File: src/rtl/pinmux_gpio_ctrl.sv
module pinmux_gpio_ctrl #(
  parameter int NUM_PADS   = 12,
  parameter int NUM_GROUPS = 4,
  parameter int NUM_BANKS  = 3,
  parameter int AW         = 8,
  parameter logic [NUM_BANKS*8-1:0] BANK_FIRST = {8'd9, 8'd5, 8'd0},
  parameter logic [NUM_BANKS*8-1:0] BANK_BASE  = {8'd11, 8'd6, 8'd0},
  parameter logic [NUM_GROUPS*NUM_PADS-1:0] GROUP_PADS = {12'hE00, 12'h060, 12'h00E, 12'h003},
  parameter bit SHARED_PULL = 1'b0,
  parameter int PULL_SHIFT  = 16
) (
  input  logic                           clk,
  input  logic                           rst_n,
  input  logic [AW-1:0]                  bus_addr,
  input  logic                           bus_wr,
  input  logic [3:0]                     bus_wstrb,
  input  logic [31:0]                    bus_wdata,
  input  logic                           bus_rd,
  output logic [31:0]                    bus_rdata,
  input  logic [NUM_GROUPS*NUM_PADS-1:0] fn_oe,
  input  logic [NUM_GROUPS*NUM_PADS-1:0] fn_out,
  input  logic [NUM_PADS-1:0]            pad_in,
  output logic [NUM_PADS-1:0]            pad_oe,
  output logic [NUM_PADS-1:0]            pad_out,
  output logic [NUM_PADS-1:0]            pad_pu,
  output logic [NUM_PADS-1:0]            pad_pd
);
  localparam int IW = AW - 2;
  localparam logic [IW-1:0] W_MUX  = IW'(0);
  localparam logic [IW-1:0] W_PEN  = IW'(1);
  localparam logic [IW-1:0] W_PDIR = IW'(2);
  localparam logic [IW-1:0] W_DIR  = IW'(3);
  localparam logic [IW-1:0] W_OUT  = IW'(4);
  localparam logic [IW-1:0] W_IN   = IW'(5);

  function automatic int pad_bit(input int p);
    int b;
    b = 0;
    for (int k = 0; k < NUM_BANKS; k++)
      if (p >= int'(BANK_FIRST[k*8 +: 8]))
        b = int'(BANK_BASE[k*8 +: 8]) + p - int'(BANK_FIRST[k*8 +: 8]);
    return b;
  endfunction

  function automatic logic [31:0] merge_bytes(input logic [31:0] cur, input logic [31:0] wd,
                                              input logic [3:0] st);
    logic [31:0] r;
    r = cur;
    for (int b = 0; b < 4; b++)
      if (st[b]) r[8*b +: 8] = wd[8*b +: 8];
    return r;
  endfunction

  logic [NUM_GROUPS-1:0] mux_q;
  logic [31:0] pen_q, pdir_q, dir_q, out_q;
  logic [NUM_PADS-1:0] sync1_q, sync2_q;

  wire [IW-1:0] widx    = bus_addr[AW-1:2];
  wire          aligned = (bus_addr[1:0] == 2'b00);
  wire [31:0]   mux_wr  = merge_bytes(32'(mux_q), bus_wdata, bus_wstrb);
  wire [31:0]   pdir_src = SHARED_PULL ? (pen_q >> PULL_SHIFT) : pdir_q;
  wire          hit = aligned && (widx <= W_IN) && !(SHARED_PULL && widx == W_PDIR);

  logic [NUM_PADS-1:0] dir_p, out_p, pen_p, pdn_p, gpio_oe;
  for (genvar p = 0; p < NUM_PADS; p++) begin : g_pad
    localparam int B = pad_bit(p);
    assign dir_p[p] = dir_q[B];
    assign out_p[p] = out_q[B];
    assign pen_p[p] = pen_q[B];
    assign pdn_p[p] = pdir_src[B];
  end
  assign gpio_oe = ~dir_p;

  always_ff @(posedge clk) begin
    if (!rst_n) begin
      mux_q  <= '0;
      pen_q  <= '0;
      pdir_q <= '0;
      dir_q  <= '1;
      out_q  <= '0;
    end else if (bus_wr && aligned) begin
      case (widx)
        W_MUX:  mux_q <= mux_wr[NUM_GROUPS-1:0];
        W_PEN:  pen_q <= merge_bytes(pen_q, bus_wdata, bus_wstrb);
        W_PDIR: if (!SHARED_PULL) pdir_q <= merge_bytes(pdir_q, bus_wdata, bus_wstrb);
        W_DIR:  dir_q <= merge_bytes(dir_q, bus_wdata, bus_wstrb);
        W_OUT:  out_q <= merge_bytes(out_q, bus_wdata, bus_wstrb);
        default: ;
      endcase
    end
  end

  always_ff @(posedge clk) begin
    if (!rst_n) begin
      sync1_q <= '0;
      sync2_q <= '0;
    end else begin
      sync1_q <= pad_in;
      sync2_q <= sync1_q;
    end
  end

  logic [31:0] in_word, rd_val;
  always_comb begin
    in_word = '0;
    for (int p = 0; p < NUM_PADS; p++) in_word[pad_bit(p)] = sync2_q[p];
  end

  always_comb begin
    rd_val = '0;
    if (aligned)
      case (widx)
        W_MUX:  rd_val = 32'(mux_q);
        W_PEN:  rd_val = pen_q;
        W_PDIR: rd_val = SHARED_PULL ? '0 : pdir_q;
        W_DIR:  rd_val = dir_q;
        W_OUT:  rd_val = out_q;
        W_IN:   rd_val = in_word;
        default: rd_val = '0;
      endcase
  end

  always_ff @(posedge clk) begin
    if (!rst_n) bus_rdata <= '0;
    else if (bus_rd) bus_rdata <= rd_val;
  end

  logic [NUM_PADS-1:0] nxt_oe, nxt_out;
  always_comb begin
    nxt_oe  = gpio_oe;
    nxt_out = out_p;
    for (int p = 0; p < NUM_PADS; p++)
      for (int g = NUM_GROUPS - 1; g >= 0; g--)
        if (mux_q[g] && GROUP_PADS[g*NUM_PADS + p]) begin
          nxt_oe[p]  = fn_oe[g*NUM_PADS + p];
          nxt_out[p] = fn_out[g*NUM_PADS + p];
        end
  end

  always_ff @(posedge clk) begin
    if (!rst_n) begin
      pad_oe  <= '0;
      pad_out <= '0;
      pad_pu  <= '0;
      pad_pd  <= '0;
    end else begin
      pad_oe  <= nxt_oe;
      pad_out <= nxt_out;
      pad_pu  <= pen_p & pdn_p;
      pad_pd  <= pen_p & ~pdn_p;
    end
  end

  p_pull_excl_r9: assert property (@(posedge clk) disable iff (!rst_n)
    (pad_pu & pad_pd) == '0);

  p_unmapped_zero_r12: assert property (@(posedge clk) disable iff (!rst_n)
    (bus_rd && !hit) |=> (bus_rdata == 32'd0));

  p_mux_write_r3: assert property (@(posedge clk) disable iff (!rst_n)
    (bus_wr && bus_addr == '0 && bus_wstrb == 4'hF) |=> (mux_q == $past(bus_wdata[NUM_GROUPS-1:0])));

  p_gpio_fallback_r7: assert property (@(posedge clk) disable iff (!rst_n)
    ($past(mux_q) == '0) |-> (pad_oe == $past(gpio_oe)));
endmodule

File: config.mk
export PLATFORM = sky130hd
export DESIGN_NAME = pinmux_gpio_ctrl
export DESIGN_NICKNAME = d
export VERILOG_FILES = /design/src/rtl/pinmux_gpio_ctrl.sv
export SDC_FILE = /design/constraint.sdc
export NUM_CORES = 1
export LEC_CHECK = 0
export BUFFER_PORTS_ARGS = -buffer_cell sky130_fd_sc_hd__clkbuf_2
export CORE_MARGIN = 2
export CORE_UTILIZATION = 57
export CTS_CLUSTER_DIAMETER = 30
export DETAILED_ROUTE_END_ITERATION = 10
export PLACE_DENSITY = 0.95
export SYNTH_ARGS = -nofsm -noshare
export SYNTH_HDL_FRONTEND = slang
export SYNTH_SLANG_ARGS = --single-unit
File: constraint.sdc
create_clock -name clk -period 3.9 [get_ports clk]
set_input_delay 0.39 -clock clk [delete_from_list [all_inputs] [get_ports clk]]
set_output_delay 0.39 -clock clk [all_outputs]
set_load 0.05 [all_outputs]
Word-level counts from Yosys, hierarchy flattened:

Index checks and enable logic that the tools add are counted.

* word-level logic and storage cells: 75
* bits in registers: 236
* input port bits: 156

* reduce and logical (&&, ||, !) cells: 20
* equality and inequality tests: 5
* muxes and demuxes: 22
* bitwise gates (word level): 4

Operator list (count)
* one-hot mux 32 bit (6 select lines): 1
* AND reduction 3 bit: 17
* 2-to-1 mux 32 bit: 1
* AND 12 bit: 2
* NOT 12 bit: 2
* 2-to-1 mux 1 bit: 20
* equality test 6 x 2 -> 1 bit, second input constant: 2
* equality test 6 x 3 -> 1 bit, second input constant: 2
* equality test 6 x 1 -> 1 bit, second input constant: 1
* zero test 6 bit: 1
* zero test 2 bit: 1
* logical AND 1 bit: 1

Depth between registers and ports, before layout:

* word-level depth: 3
* mapped depth: 7
* mapped depth without buffers: 4

Least setup slack after synthesis:

OpenSTA, ideal clock, no wires.

* path kind: input port to flip-flop
* start: in bus_addr[7]
* end: reg pen_q[21]
* stages on the path: 6
* library setup time: 0.074 ns
* arrival time: 1.651 ns
* required time: 3.826 ns
* setup slack: 2.175 ns
* buffers on the path: 2
* cell sequence: or3_1 > buf_2 > nor4b_4 > buf_2 > nand3_1 > o21ai_0

* longest elaborated chain between the ends: 2

Ends and longest elaborated chain
* from (decl): line 14 `input logic [AW-1:0] bus_addr,`
* equality test 6 x 1 -> 1 bit: line 82 `case (widx)`
* AND reduction 3 bit (no line)
* to (signal assigned): line 84 `W_PEN: pen_q <= merge_bytes(pen_q, bus_wdata, bus_wstrb);`
* to (decl): line 55 `logic [31:0] pen_q, pdir_q, dir_q, out_q;`

No other way between the ends.
A chain may end at the register's enable or synchronous reset.

==> run summary <==
The number of flops mapped to enable cells by yosys came out at 0. Grouping stages by cell kind, the critical path spends the most delay in simple AND/OR/NAND/NOR gates. The width of the chip is 133 um. The startpoint identified for the worst register-to-register timing path is mux_q[3]. The share of synthesized registers carrying an async set or reset is 0%. Counting cells, the worst reg-to-reg path comes to 4. Routability-driven placement finished with a final weighted congestion of 0.808. The fraction of synthesized cell area in xor and xnor cells is 0%. The worst vdd rail ir drop is 0.361 mV. The accumulated negative setup slack came out at 0 ps. For the final database, setup skew stands at 19.6 ps.

The maximum level of the CTS H-tree is 2. In this run, synthesis produced a sequential element count of approximately 240. The share of final-layout standard cells stronger than drive strength 1 is ~22%. The detail route stage leaves a number of antenna-violating nets equal to 0.

The count of hold-fix buffers inserted at cts came out at 0. The worst-margin pin slew came out at 1250 ps. The startpoint of the most critical hold path is pad_in[0]. In this run the power density over the cells is between 500 and 600 mW/mm2. Multiplexer cells account for 8.31% of the synthesized area.

In this run the count of I/O pins placed on the die edge is about 240. Buffers placed on the I/O ports in this run total between 150 and 200. In this run, the number of DRC markers left after iteration 0 of detailed routing was roughly 1100. The count of cell types in the netlist is 41. TritonCTS built the clock tree. The arrival time at the worst endpoint is approximately 2800 ps. The number of pins with negative max-slew slack in the final report came to 0. For this run, the slowest stage of the critical path takes about 650 ps. The TritonCTS buffer count came out at 38.

The critical path goes through clkbuf_2, nor3b_1, and3_1, nand2_1, a22oi_1. The clock passes through at most 3 buffers. The filler cell count is 1087.

The post-synthesis area per instance came out at 9.14 um2. The total overflow left after global routing is 0. The number of placement rows is 47. The source-to-sink clock delay at the later pin of the worst-skew pair is 520 ps.

The synthesized netlist devotes 23.2% of its cell area to simple gates. Detailed routing inserted a total of 8523 vias. The die outline area came out at 0.0177 mm2. The clock net sink count came out at 236. The net count after synthesis came out at 1192. In this run the worst hold path is classified as primary input to flop. The global-route wire length before repair came out at between 40 and 50 mm. The number of DRC violations after detailed routing came out at 0. The number of hold violations in the final report is 0. Measured along the y axis, the die boundary spans between 100 and 150 um. The count of cells along the worst hold path is 2.

The total of max-cap violations is 0. The root buffer cell is sky130_fd_sc_hd__clkbuf_16. The area growth from synthesis to final layout is 23.6%.

Setup violations remaining at the end of the flow were counted as 0. The post-cts sizing count came out at 0. For this design, the slowest cell found on the critical path is sky130_fd_sc_hd__nand2_1. The sequential area share after synthesis came out at around 50%. The per-cell via count in the routed design came out at 6.02. The post-layout minimum cycle time came out at 2440 ps. In this run the critical register-to-register path is captured at bus_rdata[3]. Detailed placement ended at an HPWL of 15.9 mm.

The maximum clock frequency came out at 0.409 GHz. The worst setup path is captured at a flop. The instance count on the critical path is 5.

The placeable core area came out at 0.0164 mm2. The initial utilization of the core area, before any placement, comes to 57.7%. Counting every instance in the synthesized netlist gives 1036. The combined global-route utilization of all metal layers is 28.9%. The final routed wire length divided by cell count is 18.7 um.

The sum of routed wire length over all layers came out at 26.5 mm. The total chip power came out at 6220 uW. Once the clock tree was built, the setup fixing pass inserted 0 buffers.

The initial antenna violation count came out at 0. The part of the cycle the worst path needs came out at a little over three fifths. The summed instance area of the synthesized netlist came out at 0.00947 mm2.

The largest family of logic cells by synthesized area is simple AND/OR/NAND/NOR gates. Entering global routing, the biggest net connects roughly 120 pins. The detailed-routing iteration count for the pre-antenna-repair pass came out at 6. The worst setup path is of the primary input to flop kind. The commonest register cell after synthesis is sky130_fd_sc_hd__dfxtp_1.

The critical path data required time came out at 4300 ps. The number of global-route vias before repair came out at between 8000 and 9000. The number of buffers and inverters on the critical path is 1. The repair_antennas step left the layout with diodes totalling 0.

The final net count is 1324. Along the worst path, the maximum fanout reaches 20. The worst pin sits at a relative slew slack of 16.6%.

The synthesized-area fraction occupied by ao, oa, aoi and oai cells came out at between 10 and 15%. The library cells used most frequently in the layout, excluding fill and tap cells, are sky130_fd_sc_hd__dfxtp_1 (236), sky130_fd_sc_hd__nand2_1 (187), sky130_fd_sc_hd__clkbuf_2 (158), sky130_fd_sc_hd__nand3_1 (108), sky130_fd_sc_hd__mux2i_1 (64). The end point of the worst hold path is sync1_q[0]. STA classifies the critical path startpoint as a primary input.

The critical path starts at bus_rd. Leaving out fill and tap cells, the most frequent cell in the layout is sky130_fd_sc_hd__dfxtp_1. The CTS clock-pin slew for the worst setup and hold paths is 50 ps. Setup repair after global routing left no endpoint under its margin. In this run the register-to-register setup slack is 2480 ps. The Yosys step of the flow raised 0 warnings. Summed over all cells, the static leakage comes to ~0.0047 uW.

The flow ran to the end, and the final reports show no timing, DRC or antenna violations. The post-synthesis share of cell area spent on full adders, half adders and majority gates is 0%.
[logic make-up after synthesis]
group / Yosys count
AO/OA/AOI/OAI: 201
AND/OR/NAND/NOR: 438
buffers and inverters: 84
multiplexers: 77
flip-flops: 236
[cells in the mapped netlist (9+ instances only)]
library cell / instances / area (um2)
sky130_fd_sc_hd__and2_1: 38 / 238
sky130_fd_sc_hd__dfxtp_1: 236 / 4720
sky130_fd_sc_hd__buf_2: 20 / 100
sky130_fd_sc_hd__a221oi_1: 29 / 254
sky130_fd_sc_hd__nor3_1: 19 / 95.1
sky130_fd_sc_hd__mux2i_1: 64 / 641
sky130_fd_sc_hd__a22oi_1: 18 / 135
sky130_fd_sc_hd__a21boi_1: 32 / 240
sky130_fd_sc_hd__a22o_1: 9 / 78.8
sky130_fd_sc_hd__and3_1: 15 / 93.8
sky130_fd_sc_hd__clkbuf_1: 56 / 210
sky130_fd_sc_hd__o21ai_0: 57 / 285
sky130_fd_sc_hd__nand2_1: 187 / 702
sky130_fd_sc_hd__a21boi_0: 34 / 255
sky130_fd_sc_hd__nor2_1: 15 / 56.3
sky130_fd_sc_hd__mux2_2: 13 / 146
sky130_fd_sc_hd__a21oi_1: 16 / 80.1
sky130_fd_sc_hd__nor2b_1: 30 / 188
sky130_fd_sc_hd__nand3_1: 108 / 541
[through the flow]
stage | util [%] | area [um2] | setup WS, ps | hold WS, ps | cells
after floorplan | - | 9470 | 2170 | 397 | 1036
after global placement | 63.1 | 10300 | 1140 | 417 | 1348
after detailed placement | 63.1 | 10300 | 1030 | 422 | 1348
after CTS | 71.4 | 11700 | 1520 | 77.4 | 1416
after global routing | 71.4 | 11700 | 1270 | 88.5 | 1416
final | 71.4 | 11700 | 1460 | 81.2 | 1416
[registers in the layout (all words and copies together), names as in the netlist]
signal	flops
pen_q	32
sync1_q	12
dir_q	32
pad_pd	12
pdir_q	32
pad_pu	12
pad_oe	12
mux_q	4
pad_out	12
out_q	32
bus_rdata	32
sync2_q	12
[routing by layer]
| layer | routed length, um | track usage, % | vias up |
|---|---|---|---|
| li1 | - | - | 3911 |
| met1 | 10000 | 34.0 | 4077 |
| met2 | 13200 | 48.5 | 433 |
| met3 | 2050 | 6.36 | 102 |
| met4 | 1230 | 16.7 | 0 |
| met5 | 0 | 0 | - |
[cell type report]
class,count,area [um2],share of cell area [%]
Clock buffer,45,1020,8.70
Clock inverter,23,340,2.91
Multi-Input combinational cell,716,4420,37.7
Sequential cell,236,4720,40.4
Tap cell,220,275,2.35
Timing Repair Buffer,176,930,7.94
[where the power goes]
| group | switching [uW] | leakage [uW] | internal [uW] |
|---|---|---|---|
| sequential | 4.09 | 0.00191 | 2430 |
| clock | 1170 | 0.000663 | 2400 |
| combinational | 144 | 0.00213 | 85.7 |
[worst max-delay path by stage]
stage,to,slack [ps]
3_3_place_gp,bus_rdata[25],1140
5_1_grt,bus_rdata[15],1270
6_report,bus_rdata[10],1460
2_1_floorplan,pen_q[21],2170
4_1_cts,bus_rdata[10],1520
3_5_place_dp,bus_rdata[27],1030
Power figures use the tool's default switching activity.
